==> config.mk <==
export PLATFORM = sky130hd
export DESIGN_NAME = reg_gateway
export DESIGN_NICKNAME = d
export VERILOG_FILES = /design/src/rtl/reg_gateway.sv
export SDC_FILE = /design/constraint.sdc
export NUM_CORES = 2
export LEC_CHECK = 0
export BUFFER_PORTS_ARGS = -buffer_cell sky130_fd_sc_hd__buf_4
export CORE_ASPECT_RATIO = 1.4
export CORE_UTILIZATION = 49
export CTS_BUF_LIST = sky130_fd_sc_hd__clkbuf_4 sky130_fd_sc_hd__clkbuf_8
export DETAILED_ROUTE_END_ITERATION = 10
export GPL_TIMING_DRIVEN = 1
export PLACE_DENSITY_LB_ADDON = 0.12
export SETUP_SLACK_MARGIN = 0.15
export SLEW_MARGIN = 30
export SYNTH_ARGS = -nofsm -noshare
export SYNTH_HDL_FRONTEND = slang
export SYNTH_SLANG_ARGS = --single-unit
export TNS_END_PERCENT = 50
==> constraint.sdc <==
create_clock -name clk -period 7.4 [get_ports clk]
set_input_delay 1.48 -clock clk [delete_from_list [all_inputs] [get_ports clk]]
set_output_delay 1.48 -clock clk [all_outputs]
set_load 0.02 [all_outputs]
==> src/rtl/reg_gateway.sv <==
module reg_gateway #(
  parameter int LAT   = 4,
  parameter int DEPTH = 16,
  parameter int CNT_W = 32
) (
  input  logic        clk,
  input  logic        rst_n,
  input  logic        reg_wr,
  input  logic        reg_rd,
  input  logic [4:0]  reg_addr,
  input  logic [31:0] reg_wdata,
  output logic [31:0] reg_rdata
);
  localparam int IW = $clog2(DEPTH);
  localparam int WW = $clog2(LAT + 1);
  localparam logic [4:0] OFS_CTRL = 5'h04, OFS_CNT = 5'h08, OFS_LOCK = 5'h0C,
                         OFS_ADDR = 5'h10, OFS_DATA = 5'h14;

  logic [15:0]      space_q;
  logic [CNT_W-1:0] cnt_q;
  logic [31:0]      gsem_q, data_q, cnt_rd, cur_word;
  logic [30:0]      ia_q;
  logic             flag_q, busy_q, op_wr_q, sp_ok, done;
  logic [1:0]       sp_idx;
  logic [WW-1:0]    wait_q;
  logic [31:0]      mem [3][DEPTH];
  logic [IW-1:0]    widx;

  always_comb begin
    sp_ok  = 1'b1;
    sp_idx = 2'd0;
    case (space_q)
      16'h0002: sp_idx = 2'd0;
      16'h0006: sp_idx = 2'd1;
      16'h000A: sp_idx = 2'd2;
      default:  sp_ok  = 1'b0;
    endcase
  end

  assign widx     = ia_q[IW+1:2];
  assign cur_word = sp_ok ? mem[sp_idx][widx] : 32'd0;
  assign done     = busy_q && (wait_q == '0);
  assign cnt_rd   = 32'(cnt_q);

  wire wr_ok = reg_wr && !busy_q;

  always_ff @(posedge clk) begin
    if (!rst_n) begin
      space_q <= '0;
      cnt_q   <= CNT_W'(1);
      gsem_q  <= '0;
      data_q  <= '0;
      ia_q    <= '0;
      flag_q  <= 1'b0;
      busy_q  <= 1'b0;
      op_wr_q <= 1'b0;
      wait_q  <= '0;
      for (int s = 0; s < 3; s++)
        for (int w = 0; w < DEPTH; w++) mem[s][w] <= '0;
    end else begin
      if (reg_rd && reg_addr == OFS_CNT)
        cnt_q <= (cnt_q == '1) ? CNT_W'(1) : cnt_q + 1'b1;
      if (reg_wr && reg_addr == OFS_LOCK)
        if (reg_wdata == '0 || gsem_q == '0) gsem_q <= reg_wdata;
      if (wr_ok && reg_addr == OFS_CTRL) space_q <= reg_wdata[15:0];
      if (wr_ok && reg_addr == OFS_DATA) data_q <= reg_wdata;
      if (wr_ok && reg_addr == OFS_ADDR) begin
        ia_q    <= reg_wdata[30:0];
        flag_q  <= reg_wdata[31];
        op_wr_q <= reg_wdata[31];
        busy_q  <= 1'b1;
        wait_q  <= WW'(LAT - 1);
      end
      if (busy_q && !done) wait_q <= wait_q - 1'b1;
      if (done) begin
        busy_q <= 1'b0;
        flag_q <= !op_wr_q;
        if (!op_wr_q) data_q <= cur_word;
        else if (sp_ok && !(sp_idx == 2'd2 && data_q != '0 && cur_word != '0))
          mem[sp_idx][widx] <= data_q;
      end
    end
  end

  always_comb begin
    case (reg_addr)
      OFS_CTRL: reg_rdata = {sp_ok ? 3'b001 : 3'b000, 13'd0, space_q};
      OFS_CNT:  reg_rdata = cnt_rd;
      OFS_LOCK: reg_rdata = gsem_q;
      OFS_ADDR: reg_rdata = {flag_q, ia_q};
      OFS_DATA: reg_rdata = data_q;
      default:  reg_rdata = '0;
    endcase
  end
endmodule

==> reports/metrics.yaml <==
outcome: "finished clean"
seq_area_frac_synth_pct: 64.87
critical_path_class: "register to register"
r2r_setup_slack_ps: 890
stdcell_count: 8686
grt_pass1_vias: 54651
final_common_cell: "edfxtp_1"
whs_endpoint: "ia_q[18]$_SDFFE_PN0P_"
rsz0062_at_grt: "false"
critPathMaxFanout: 56
synth_top_family_by_area: "simple AND/OR/NAND/NOR gates"
synth_edf_count: 1547
fmax_mhz: 153.5
whs_ps: 464.7
placed_area_sq_um: 81380
grt_pass1_wl_microns: 438400
clk_path_buf_depth: 4
clk_latency_ps: 1090
yosys.area_share.adder_pct: 0.04925
synth-xor-area-share_pct: 0.3448
vias_per_cell: 6.645
ys.flop_type: "edfxtp_1"
synth-simple-area-share_pct: 16.97
track_usage_pct: 40.61
routed_wl_microns: 321200
cts_max_level: 5
cts_hold_buf: 0
finalCritPeriodShare_pct: 88.02
grt_start_max_net_pins: 91
drtPass1Iterations: 8
globalplace.congestion: 0.9615
cp.arrival_ps: 7300
postSynthAreaPerCell_sq_um: 12.24
power_density_nw_per_um2: 228.0
period_needed_ps: 6513
worst_hold_startpoint: "ia_q[18]$_SDFFE_PN0P_"
grt-ovfl-total: 0
io_pins: 73
drt_iter0_markers: 9737
drc: 0
die_area_sq_um: 157100
fin_total_pwr_mw: 19.76
num_vias: 57715
slew_headroom_pct: 20.81
finalHoldViolCount: 0
port_buffers: 72
whs_path_depth: 2
peakVddDrop_uv: 224.9
drive_above_1_share_pct: 16.08
critPathLaunchType: "register"
yosysWarningCount: 0
finalSetupViolations: 0
synthMuxAreaShare_pct: 5.433
clock_sinks: 1696
dp_hpwl_microns: 206800
area_growth_syn_to_layout_pct: 13.71
syn_inst: 6228
synth_compound_area_share_pct: 9.279
worstPathRequired_ps: 8180
layout_common_cells: "edfxtp_1 (1547), and2_1 (968), nand2_1 (663)"
clk_pin_slew_ps: 60
ys_seq_elements: 1696
skew_ps: 64.18
die_x_microns: 335.3
cts_root_buffer: "clkbuf_8"
dp_cells: 8199
core_sq_um: 153800
wl_per_cell_microns: 36.98
worstSetupEndpointType: "register"
rows: 170
hp-class: "register to register"
final_cell_area_sq_um: 86660
cts_setup_buffers: 0
async_flop_share_pct: 0
r2r_cells: 14
r2r_end: "mem[2][279]$_DFFE_PP_"
tightest_slew_ps: 1177
setup_tns_ps: 0
die_h_microns: 468.6
leakage_nw: 31.06
drv_slew: 0
numCtsBuffers: 279
syn_area_sq_um: 76210
grt_antenna_before_repair: 28
fin_nets: 6460
maxCapViolCount: 0
r2r-start: "space_q[11]$_SDFFE_PN0P_"
ant_nets: 0
yosysUniqueCellTypes: 85
cts_tree: "built"
start_util_pct: 49.56
postCtsResizedCells: 0
## critical path, cell delays in order, from the launching register on
cell      delay (ps)
dfxtp_1          340
nor4_4           590
nand4_4          570
buf_4            450
nor2_2           820
buf_4            340
o31ai_1           90
a311oi_1         630
a21oi_1          150
a21oi_1          790
nor4b_2          170
a41oi_4          280
buf_12           420
nor2b_1          290
buf_4            250
## per-layer routing
layer	track usage [%]	up-vias	part of all wire (%)
met5	0	-	0.041
met4	28.34	22	8.1
met3	11.18	1146	13
met2	62.08	4824	45
met1	50.03	28589	34
li1	-	23134	-
## synthesized netlist by cell type (68+ instances only)
cell / n / share of area, %
a21oi_1: 189 / 1.2
a31oi_1: 109 / 0.89
and2_1: 968 / 7.9
buf_2: 68 / 0.45
clkbuf_1: 419 / 2.1
dfxtp_1: 149 / 3.9
edfxtp_1: 1547 / 61
mux2i_1: 273 / 3.6
nand2_1: 668 / 3.3
nand3_1: 117 / 0.77
nor2_1: 369 / 1.8
nor2b_1: 74 / 0.61
nor3_1: 123 / 0.81
o21ai_0: 282 / 1.9
## logic make-up after synthesis
logic type | Yosys count
AND/OR/NAND/NOR | 2509
flip-flops | 1696
AO/OA/AOI/OAI | 1078
buffers and inverters | 566
multiplexers | 345
XOR/XNOR | 30
adder cells (fa/ha/maj) | 3
other | 1
## per-stage QoR
step / setup slack [ps] / utilization (%)
2_1_floorplan: 1063 / -
3_3_place_gp: 1040 / 52.89
3_5_place_dp: 1111 / 52.92
4_1_cts: 1057 / 56.31
5_1_grt: 933.2 / 56.34
6_report: 886.7 / 56.35
## registers in the layout (all words and copies together) (netlist names)
signal,count
mem,1547
cnt_q,32
data_q,32
gsem_q,32
ia_q,31
space_q,16
wait_q,3
busy_q,1
flag_q,1
op_wr_q,1
## power by group
| group | internal [mW] | leakage, nW | switching [mW] |
|---|---|---|---|
| Sequential | 10.7 | 17.1 | 0.113 |
| Combinational | 0.190 | 11.2 | 0.598 |
| Clock | 4.29 | 2.78 | 3.84 |
## layout make-up
class | count | area, sq um
multi-input cells | 3976 | 25350
fillers | 12707 | 67130
inverters | 17 | 66.31
flip-flops and latches | 1696 | 49450
clock buffers | 373 | 4633
diodes | 16 | 40.04
clock inverters | 98 | 594.3
repair buffers | 446 | 3938
well taps | 2064 | 2582
## worst max path at each step
stage,startpoint,end,slack [ps],cells past startpoint
final,space_q[11]$_SDFFE_PN0P_,mem[2][279]$_DFFE_PP_,890,14
after global routing,space_q[9]$_SDFFE_PN0P_,mem[2][166]$_DFFE_PP_,930,14
after global placement,space_q[9]$_SDFFE_PN0P_,mem[2][99]$_DFFE_PP_,1040,14
after CTS,space_q[9]$_SDFFE_PN0P_,mem[2][107]$_DFFE_PP_,1060,13
after floorplan,space_q[3]$_SDFFE_PN0P_,mem[2][224]$_DFFE_PP_,1060,13
after detailed placement,space_q[9]$_SDFFE_PN0P_,mem[2][107]$_DFFE_PP_,1110,13
No activity file was read; power rests on OpenSTA's default activity.
